**src/rtl/tuner_regs_pkg.sv**
```systemverilog
package tuner_regs_pkg;
  localparam int DATA_W = 8;
  localparam int NPAIR  = 6;
  localparam int NREG   = 2 * NPAIR;
  localparam int PAIR_W = $clog2(NPAIR);

  // Reset image, index 0 is register 2.
  function automatic logic [DATA_W-1:0] reg_reset(input int idx);
    case (idx)
      2:       return 8'h80;
      4:       return 8'hC0;
      5:       return 8'h20;
      6:       return 8'hDB;
      7:       return 8'h30;
      8:       return 8'hE1;
      9:       return 8'hF5;
      10:      return 8'hF0;
      11:      return 8'h28;
      default: return 8'h00;
    endcase
  endfunction
endpackage

```
**src/rtl/tnr_prefix_dec.sv**
```systemverilog
module tnr_prefix_dec
  import tuner_regs_pkg::*;
(
  input  logic [DATA_W-1:0] lead,
  output logic [PAIR_W-1:0] pair
);
  always_comb begin
    if (!lead[7])      pair = PAIR_W'(0);
    else if (!lead[6]) pair = PAIR_W'(1);
    else               pair = PAIR_W'(2) + PAIR_W'(lead[5:4]);
  end
endmodule

```
**src/rtl/tnr_wr_seq.sv**
```systemverilog
module tnr_wr_seq
  import tuner_regs_pkg::*;
(
  input  logic              clk,
  input  logic              rst_n,
  input  logic              frame_start,
  input  logic              frame_stop,
  input  logic              byte_fire,
  input  logic [DATA_W-1:0] byte_data,
  output logic              wr_lo,
  output logic              wr_hi,
  output logic [PAIR_W-1:0] wr_pair,
  output logic              txn_done,
  output logic              active,
  output logic [1:0]        cnt
);
  logic [PAIR_W-1:0] dec_pair, pair_q;
  logic              eff_active, fire;
  logic [1:0]        eff_cnt;

  tnr_prefix_dec u_dec (.lead(byte_data), .pair(dec_pair));

  always_comb begin
    eff_active = frame_start | active;
    eff_cnt    = frame_start ? 2'd0 : cnt;
    fire       = byte_fire & eff_active;
    wr_lo      = fire && (eff_cnt == 2'd0);
    wr_hi      = fire && (eff_cnt == 2'd1);
    wr_pair    = wr_lo ? dec_pair : pair_q;
    txn_done   = frame_stop && eff_active && ((eff_cnt != 2'd0) || fire);
  end

  always_ff @(posedge clk) begin
    if (!rst_n) begin
      active <= 1'b0;
      cnt    <= 2'd0;
      pair_q <= '0;
    end else begin
      if (frame_stop)       active <= 1'b0;
      else if (frame_start) active <= 1'b1;
      if (frame_start)
        cnt <= fire ? 2'd1 : 2'd0;
      else if (fire && cnt != 2'd2)
        cnt <= cnt + 2'd1;
      if (wr_lo) pair_q <= dec_pair;
    end
  end
endmodule

```
**src/rtl/tnr_reg_bank.sv**
```systemverilog
module tnr_reg_bank
  import tuner_regs_pkg::*;
(
  input  logic                   clk,
  input  logic                   rst_n,
  input  logic                   wr_lo,
  input  logic                   wr_hi,
  input  logic [PAIR_W-1:0]      wr_pair,
  input  logic [DATA_W-1:0]      wr_data,
  output logic [NREG*DATA_W-1:0] regs
);
  logic [PAIR_W:0] lo_idx, hi_idx;
  assign lo_idx = {wr_pair, 1'b0};
  assign hi_idx = {wr_pair, 1'b1};

  for (genvar i = 0; i < NREG; i++) begin : g_reg
    localparam logic [PAIR_W:0] IDX = (PAIR_W+1)'(i);
    always_ff @(posedge clk) begin
      if (!rst_n)
        regs[i*DATA_W +: DATA_W] <= reg_reset(i);
      else if ((wr_lo && lo_idx == IDX) || (wr_hi && hi_idx == IDX))
        regs[i*DATA_W +: DATA_W] <= wr_data;
    end
  end
endmodule

```
**src/rtl/tnr_status.sv**
```systemverilog
module tnr_status
  import tuner_regs_pkg::*;
(
  input  logic              clk,
  input  logic              rst_n,
  input  logic              txn_done,
  input  logic              lock_in,
  input  logic              rd_req,
  input  logic              st_ready,
  output logic              st_valid,
  output logic [DATA_W-1:0] st_data,
  output logic              por,
  output logic              lock_q
);
  always_ff @(posedge clk) begin
    if (!rst_n) begin
      por      <= 1'b1;
      lock_q   <= 1'b0;
      st_valid <= 1'b0;
      st_data  <= '0;
    end else begin
      lock_q <= lock_in;
      if (txn_done) por <= 1'b0;
      if (st_valid) begin
        if (st_ready) st_valid <= 1'b0;
      end else if (rd_req) begin
        st_valid <= 1'b1;
        st_data  <= {por, lock_q, {(DATA_W-2){1'b0}}};
      end
    end
  end
endmodule

```
**src/rtl/tuner_regfile.sv**
```systemverilog
module tuner_regfile
  import tuner_regs_pkg::*;
(
  input  logic                   clk,
  input  logic                   rst_n,
  input  logic                   frame_start,
  input  logic                   frame_stop,
  input  logic                   in_valid,
  output logic                   in_ready,
  input  logic [DATA_W-1:0]      in_data,
  input  logic                   rd_req,
  output logic                   st_valid,
  input  logic                   st_ready,
  output logic [DATA_W-1:0]      st_data,
  input  logic                   lock_in,
  output logic [NREG*DATA_W-1:0] reg_bus,
  output logic [14:0]            div_n,
  output logic                   pwr_down
);
  logic              wr_lo, wr_hi, txn_done, seq_active, por, lock_q;
  logic [PAIR_W-1:0] wr_pair;
  logic [1:0]        seq_cnt;

  assign in_ready = 1'b1;

  tnr_wr_seq u_seq (
    .clk(clk), .rst_n(rst_n), .frame_start(frame_start), .frame_stop(frame_stop),
    .byte_fire(in_valid & in_ready), .byte_data(in_data),
    .wr_lo(wr_lo), .wr_hi(wr_hi), .wr_pair(wr_pair), .txn_done(txn_done),
    .active(seq_active), .cnt(seq_cnt)
  );

  tnr_reg_bank u_bank (
    .clk(clk), .rst_n(rst_n), .wr_lo(wr_lo), .wr_hi(wr_hi),
    .wr_pair(wr_pair), .wr_data(in_data), .regs(reg_bus)
  );

  tnr_status u_stat (
    .clk(clk), .rst_n(rst_n), .txn_done(txn_done), .lock_in(lock_in),
    .rd_req(rd_req), .st_ready(st_ready), .st_valid(st_valid),
    .st_data(st_data), .por(por), .lock_q(lock_q)
  );

  // Divider spans register 2 bits 6:0 and register 3; power-down is reg 13 bit 7.
  assign div_n    = {reg_bus[6:0], reg_bus[15:8]};
  assign pwr_down = reg_bus[11*DATA_W + 7];
endmodule

```
**config.mk**
```make
export PLATFORM = sky130hd
export DESIGN_NAME = tuner_regfile
export DESIGN_NICKNAME = d
export VERILOG_FILES = /design/src/rtl/tuner_regs_pkg.sv /design/src/rtl/tnr_prefix_dec.sv /design/src/rtl/tnr_wr_seq.sv /design/src/rtl/tnr_reg_bank.sv /design/src/rtl/tnr_status.sv /design/src/rtl/tuner_regfile.sv
export SDC_FILE = /design/constraint.sdc
export NUM_CORES = 1
export LEC_CHECK = 0
export ABC_AREA = 0
export ABC_CLOCK_PERIOD_IN_PS = 2600
export BUFFER_PORTS_ARGS = -buffer_cell sky130_fd_sc_hd__buf_4
export CAP_MARGIN = 5
export CORE_MARGIN = 5
export CORE_UTILIZATION = 30
export CTS_CLUSTER_SIZE = 30
export DETAILED_ROUTE_END_ITERATION = 7
export PLACE_DENSITY = 0.48
export SYNTH_ARGS = -nofsm -noshare
export SYNTH_HDL_FRONTEND = slang
export SYNTH_SLANG_ARGS = --single-unit
```
**constraint.sdc**
```tcl
create_clock -name clk -period 2.6 [get_ports clk]
set_input_delay 0.13 -clock clk [delete_from_list [all_inputs] [get_ports clk]]
set_output_delay 0.13 -clock clk [all_outputs]
set_load 0.005 [all_outputs]
```
==> impl_metrics.env, run 1 <==
export IMPL_status="completed"
export IMPL_syn_cell_area_um2=4220
export IMPL_drc=0
export IMPL_r2r_slack_ns=0.54
export IMPL_rsz0062_at_grt="false"
export IMPL_cp_num_cells=4
export IMPL_syn_instance_count=410
export IMPL_fp_dieW_um=129
export IMPL_grt_pass1_vias=3101
export IMPL_finalHoldViolCount=0
export IMPL_clk_pin_slew_ns=0.07
export IMPL_track_usage_pct=14.0
export IMPL_cp_slowest_stage_delay_ns=0.52
export IMPL_tritoncts="done"
export IMPL_gp_congestion=0.724
export IMPL_antenna_found_initial=0
export IMPL_hold_path_class="input pin to flip-flop"
export IMPL_slew_headroom_pct=32.0
export IMPL_crit_buf_inv=0
export IMPL_cp_end_kind="flip-flop"
export IMPL_fin_cells=696
export IMPL_drt_iter0_markers=193
export IMPL_drt_first_pass_iters=4
export IMPL_dieHeight_um=129
export IMPL_fin_util_pct=39.6
export IMPL_clock_sinks=107
export IMPL_hpwlAfterDp_mm=8.03
export IMPL_io_buffers=130
export IMPL_synth_simple_area_share_pct=17.5
export IMPL_worst_r2r_path_depth=4
export IMPL_path_class="flip-flop to flip-flop"
export IMPL_wl_per_cell_um=16.5
export IMPL_fp_dieArea_um2=16500
export IMPL_drive_gt1_share_pct=31.6
export IMPL_power_total_mw=3.25
export IMPL_hold_worst_slack_ns=0.0534
export IMPL_place_inst=677
export IMPL_crit_start="u_seq.cnt[1]"
export IMPL_area_growth_pct=29.8
export IMPL_arrival_ns=2.34
export IMPL_cp_data_required_time_ns=2.88
export IMPL_placed_area_um2=5140
export IMPL_powerDensity_nw_per_um2=595
export IMPL_yosysSeqAreaShare_pct=50.8
export IMPL_synth_seq_cells=107
export IMPL_fmax_ghz=0.485
export IMPL_final_cell_mix="buf_4 (131), dfxtp_1 (107), mux2i_1 (79)"
export IMPL_pre_cts_slack_ns=0.531
export IMPL_worstPathMaxFanout=13
export IMPL_n_antenna_cell=0
export IMPL_synthMuxAreaShare_pct=18.8
export IMPL_cap_viol_max_count=0
export IMPL_fin_crit_sh_pct=79.3
export IMPL_critical_path_top_delay_family="compound AO/OA/AOI/OAI gates"
export IMPL_cts_buffers=9
export IMPL_tightest_slew_ns=1.02
export IMPL_final_common_cell="buf_4"
export IMPL_maxSlewViolCount=0
export IMPL_clock_path_buffers=2
export IMPL_total_leakage_power_nw=2.45
export IMPL_routed_wirelength_mm=11.5
export IMPL_fin_ws_ns=0.539
export IMPL_synth_fa_ha_area_share_pct=0.297
export IMPL_core_um2=13800
export IMPL_skew_ns=0.00834
export IMPL_critPathLaunchType="flip-flop"
export IMPL_reg2reg_to="u_bank.regs[14]"
export IMPL_via_per_inst=4.49
export IMPL_insertion_delay_ns=0.35
export IMPL_synth_top_family_by_area="multiplexers"
export IMPL_cts_max_level=3
export IMPL_post_route_min_period_ns=2.06
export IMPL_ant_nets=0
export IMPL_fin_area_um2=5470
export IMPL_synth_cell_type_count=40
export IMPL_yosys_warnings=0
export IMPL_setup_viol=0
export IMPL_synthXorXnorAreaFrac_pct=0
export IMPL_start_util_pct=30.5
export IMPL_overflow=0
export IMPL_via_count=3126
export IMPL_crit_path_cell_trace="nand4bb_2 -> a21o_1 -> a21oi_4 -> mux2i_1"
export IMPL_rows=43
export IMPL_root_buffer="clkbuf_16"
export IMPL_cp_slowest_cell="nand4bb_2"
export IMPL_worstHoldPathCells=2
export IMPL_r2r_start="u_seq.cnt[1]"
export IMPL_synth_compound_area_share_pct=5.05
export IMPL_endpoint="u_bank.regs[14]"
export IMPL_setup_tns_final_ns=0
export IMPL_vdd_drop_max_mv=0.341
export IMPL_io_pins=138
export IMPL_grt_max_degree=59
export IMPL_nets=528
export IMPL_post_cts_buffers=0
export IMPL_grt_pass1_wl_mm=17.9
export IMPL_syn_avg_cell_area_um2=10.3
## layer usage
metal  global-route usage [%]  up-vias  wire length (µm)  part of all wire, %
met5                        0        -                 0                    0
met4                     3.71        0               125                  1.1
met3                     5.23        8               691                  6.0
met2                     22.8       82              5550                   48
met1                     17.5     1488              5130                   45
li1                         -     1548                 -                    -
## cell type report
type | instances | area, µm²
inverters | 3 | 11.3
flip-flops and latches | 107 | 2140
repair buffers | 134 | 1010
clock buffers | 10 | 229
multi-input cells | 256 | 1780
well taps | 180 | 225
fillers | 1351 | 8360
clock inverters | 6 | 70.1
## cell families after synthesis
family | count (synthesis)
other cells | 2
compound gates | 21
mux | 79
fa+ha+maj | 1
simple gates | 148
buf+inv | 52
flops | 107
## registers in the layout (all words and copies together) (netlist names)
name and cells:
u_seq.pair_q 3, u_seq.cnt 2, u_bank.regs 96, u_stat.por 1, u_stat.st_valid 1, u_stat.lock_q 1
u_stat.st_data 2, u_seq.active 1
## what timing repair did
action / in CTS / in global routing
gates resized for setup: 0 / 0
endpoints found under the hold margin: 3 / 0
hold buffers: 3 / 0
## how the worst min path moves through the flow
stage,startpoint,end,slack [ns]
finish,frame_start,u_seq.cnt[1],0.05
floorplan,frame_stop,u_seq.active,0.21
global placement,frame_stop,u_seq.active,0.31
CTS,frame_start,u_seq.cnt[1],0.04
global route,frame_start,u_seq.cnt[1],0.06
detailed placement,frame_stop,u_seq.active,0.31
## power by group
group          leakage (nW)  switching, mW  internal [mW]
combinational          1.43          0.117         0.0749
sequential            0.866         0.0149           1.66
clock                 0.148          0.633          0.758
total                  2.45          0.765           2.49
## synthesized netlist by cell type
library cell | n | area, µm²
or2_2 | 1 | 6.26
nor3b_1 | 1 | 7.51
buf_1 | 2 | 7.51
o21ai_0 | 1 | 5.00
clkbuf_1 | 16 | 60.1
nand4_2 | 1 | 12.5
o21ai_4 | 2 | 32.5
buf_4 | 24 | 180
ha_1 | 1 | 12.5
buf_2 | 4 | 20.0
a21oi_4 | 6 | 97.6
dfxtp_1 | 107 | 2140
a2111oi_0 | 1 | 8.76
and4bb_2 | 2 | 25.0
or3_1 | 11 | 68.8
and3_1 | 5 | 31.3
or2_1 | 1 | 6.26
nand2b_1 | 2 | 12.5
mux2i_1 | 79 | 791
and2_1 | 2 | 12.5
nand3_1 | 5 | 25.0
a21oi_1 | 6 | 30.0
and4bb_4 | 1 | 16.3
and3b_1 | 1 | 8.76
a21o_1 | 3 | 22.5
nor2b_1 | 3 | 18.8
inv_1 | 3 | 11.3
conb_1 | 2 | 7.51
nand3b_1 | 1 | 7.51
nand2_4 | 1 | 11.3
o221ai_1 | 1 | 8.76
buf_6 | 3 | 33.8
nor2_1 | 47 | 176
nand2_2 | 1 | 6.26
nand4b_1 | 6 | 52.6
nand4bb_2 | 1 | 16.3
nand2_1 | 51 | 191
nand4_1 | 3 | 18.8
nor3_1 | 1 | 5.00
a211oi_1 | 1 | 7.51
## worst register-to-register path, delay by kind of cell, from the launching register on
kind               cells  cell delay (ns)
DFF                    1             0.35
muxes                  1             0.23
AOI/OAI and AO/OA      2             0.90
and+or+nand+nor        1             0.52
Note: power is estimated with default switching activity, not from simulation.
==> run 2, diff against run 1 <==
- ABC_AREA: 0 -> 1
- ABC_CLOCK_PERIOD_IN_PS: 2600 -> 1900
- clock period: 2.6 -> 1.9 ns (I/O delays scaled with it)
==> run 2 against run 1 <==
  * Register-to-register slack got worse by 0.41 ns
  * Largest power group unchanged
  * Clock-buffer cell count is the same
  * Critical endpoint is now u_bank.regs[67]
  * Largest cell class unchanged
  * Power increased by 48%
  * Global-route usage is 0.87 points higher
  * Sequential power is 38% higher
==> impl_metrics.env, run 2 <==
export IMPL_status="completed"
export IMPL_track_usage_pct=14.9
export IMPL_synth_common_cells="nand2_1 (132), dfxtp_1 (107), nor2_1 (93)"
export IMPL_min_to="u_seq.cnt[0]"
export IMPL_core_um2=14500
export IMPL_yosysMostFrequentCell="nand2_1"
export IMPL_synth_top_area_share_pct=48.2
export IMPL_reg2reg_to="u_bank.regs[67]"
export IMPL_nets=710
export IMPL_async_flop_share_pct=0
export IMPL_start_util_pct=30.6
export IMPL_grt_max_degree=43
export IMPL_fin_crit_sh_pct=93.1
export IMPL_r2r_start="u_seq.cnt[1]"
export IMPL_clock_sinks=107
export IMPL_drt_first_pass_iters=4
export IMPL_ant_nets=0
export IMPL_clkPwrFrac_pct=41.1
export IMPL_critPathLaunchType="flip-flop"
export IMPL_via_per_inst=4.58
export IMPL_combPwrFrac_pct=11.0
export IMPL_cp_end_kind="flip-flop"
export IMPL_synth_cell_type_count=27
export IMPL_final_common_cell="buf_4"
export IMPL_antenna_found_initial=0
export IMPL_arrival_ns=2.02
export IMPL_fp_dieW_um=132
export IMPL_finalHoldViolCount=0
export IMPL_p_sw_mw=1.20
export IMPL_r2r_slack_ns=0.13
export IMPL_fin_ws_ns=0.131
export IMPL_powerDensity_nw_per_um2=822
export IMPL_via_count=4038
export IMPL_vdd_drop_max_mv=0.454
export IMPL_hold_worst_slack_ns=0.0478
export IMPL_wl_per_cell_um=15.0
export IMPL_clock_path_buffers=2
export IMPL_final_cell_mix="buf_4 (146), nand2_1 (130), dfxtp_1 (107)"
export IMPL_area_growth_pct=31.9
export IMPL_worst_r2r_path_depth=11
export IMPL_dieHeight_um=132
export IMPL_worstPathMaxFanout=10
export IMPL_skew_ns=0.00850
export IMPL_cp_data_required_time_ns=2.15
export IMPL_n_antenna_cell=0
export IMPL_top_regs="u_bank.regs (96), u_seq.pair_q (3)"
export IMPL_syn_instance_count=578
export IMPL_use_met1_pct=19.8
export IMPL_rows=44
export IMPL_min_from="in_valid"
export IMPL_setup_viol=0
export IMPL_internal_power_mw=3.62
export IMPL_routed_wirelength_mm=13.2
export IMPL_cts_buffers=9
export IMPL_maxSlewViolCount=0
export IMPL_gp_congestion=0.821
export IMPL_total_leakage_power_nw=2.64
export IMPL_hpwlAfterDp_mm=9.34
export IMPL_path_class="flip-flop to flip-flop"
export IMPL_largest_reg_flops=96
export IMPL_synth_area_top_cells="dfxtp_1 (48%), nand2_1 (11%), nor2_1 (7.9%), nand3_1 (7.1%), buf_4 (4.7%)"
export IMPL_clk_pin_slew_ns=0.07
export IMPL_setup_tns_final_ns=0
export IMPL_synth_edf_count=0
export IMPL_synth_top_cell_by_area="dfxtp_1"
export IMPL_fmax_ghz=0.565
export IMPL_power_total_mw=4.82
export IMPL_fp_dieArea_um2=17300
export IMPL_insertion_delay_ns=0.36
export IMPL_tritoncts="done"
export IMPL_regMostFlops="u_bank.regs"
export IMPL_yosys_warnings=0
export IMPL_drc=0
export IMPL_yosysSeqAreaShare_pct=48.2
export IMPL_drive_gt1_share_pct=28.0
export IMPL_cap_viol_max_count=0
export IMPL_pre_cts_slack_ns=0.0410
export IMPL_grt_util_met3_pct=3.94
export IMPL_grt_pass1_wl_mm=20.8
export IMPL_hold_path_class="input pin to flip-flop"
export IMPL_overflow=0
export IMPL_io_buffers=130
export IMPL_cts_max_level=3
export IMPL_post_route_min_period_ns=1.77
export IMPL_grt_busiest_layer="met2"
export IMPL_rsz0062_at_grt="true"
export IMPL_io_pins=138
export IMPL_met2_usage_pct=23.1
export IMPL_syn_cell_area_um2=4440
export IMPL_worstHoldPathCells=3
export IMPL_synth_ff_type="dfxtp_1"
export IMPL_root_buffer="clkbuf_16"
export IMPL_drt_iter0_markers=186
export IMPL_grt_pass1_vias=3732
export IMPL_p_seq_share_pct=47.9
export IMPL_switching_share_pct=24.9
export IMPL_syn_avg_cell_area_um2=7.69
export IMPL_synth_seq_cells=107
run 2: cell count changes after synthesis, moves of 6 or more:
cell / change
nor2_4: +9
nand2_1: +81
nand3_1: +58
nand4b_1: -6
nand4_1: +23
a21oi_4: -6
a21oi_1: +27
nor2_1: +46
mux2i_1: -79
or3_1: -11
inv_1: +27
run 2: timing repair:
action	CTS	global route
resized for setup	0	9
endpoints found under the setup margin	0	65
buffers inserted	0	6
hold buffers	3	0
endpoints found under the hold margin	3	0
run 2: stage by stage:
stage               cell area, µm²  instances  utilization, %
global route                  5860        881            40.3
floorplan                     4460        583               -
finish                        5860        881            40.3
CTS                           5760        874            39.6
global placement              5420        856            37.3
detailed placement            5420        856            37.3
run 2: logic make-up (layout without fill, tap and decap cells):
| family | Yosys count | after routing | share of synthesized area, % |
|---|---|---|---|
| buf+inv | 88 | 201 | 10.5 |
| compound gates | 39 | 39 | 4.67 |
| simple gates | 341 | 342 | 36.1 |
| other cells | 2 | 7 | 0.169 |
| fa+ha+maj | 1 | 1 | 0.282 |
| flops | 107 | 107 | 48.2 |
run 2: how the worst max path moves through the flow:
stage	startpoint	to	slack, ns	cells past startpoint
after floorplan	u_seq.cnt[0]	u_bank.regs[36]	0.33	8
after global placement	u_seq.cnt[0]	u_bank.regs[94]	0.09	7
after detailed placement	u_seq.cnt[0]	u_bank.regs[3]	0.04	8
after CTS	u_seq.cnt[0]	u_bank.regs[12]	0.03	8
after global routing	u_seq.cnt[1]	u_bank.regs[2]	-0.002	9
final	u_seq.cnt[1]	u_bank.regs[67]	0.13	11
run 2: per-layer routing:
| layer | share of wire (%) | up-vias | routed length [µm] |
|---|---|---|---|
| li1 | - | 2055 | - |
| met1 | 46 | 1849 | 6100 |
| met2 | 46 | 116 | 6120 |
| met3 | 5.3 | 18 | 706 |
| met4 | 2.1 | 0 | 271 |
| met5 | 0 | - | 0 |
run 2: area by class of cell:
type,instances,area [µm²]
Clock inverter,5,78.8
Inverter,35,131
Tap cell,184,230
Fill cell,1536,8670
Multi-Input combinational cell,389,1890
Timing Repair Buffer,151,1160
Sequential cell,107,2140
Clock buffer,10,229
run 2: power by group through the flow:
stage	Combinational, mW	Clock (mW)	Sequential (mW)
floorplan	0.337	0	2.36
global placement	0.487	0	2.36
detailed placement	0.493	0	2.36
CTS	0.498	2.03	2.31
global route	0.583	2.13	2.31
finish	0.530	1.98	2.31
run 2: worst max-delay path, cell delays in order, from the launching register on:
cell     delay [ns]
dfxtp_1        0.37
o21ai_4        0.20
buf_12         0.15
nand2_8        0.09
nand2_1        0.10
nand2_2        0.10
nor2_4         0.21
buf_4          0.15
buf_4          0.09
nand4_1        0.08
nand2_1        0.09
nor2_1         0.04
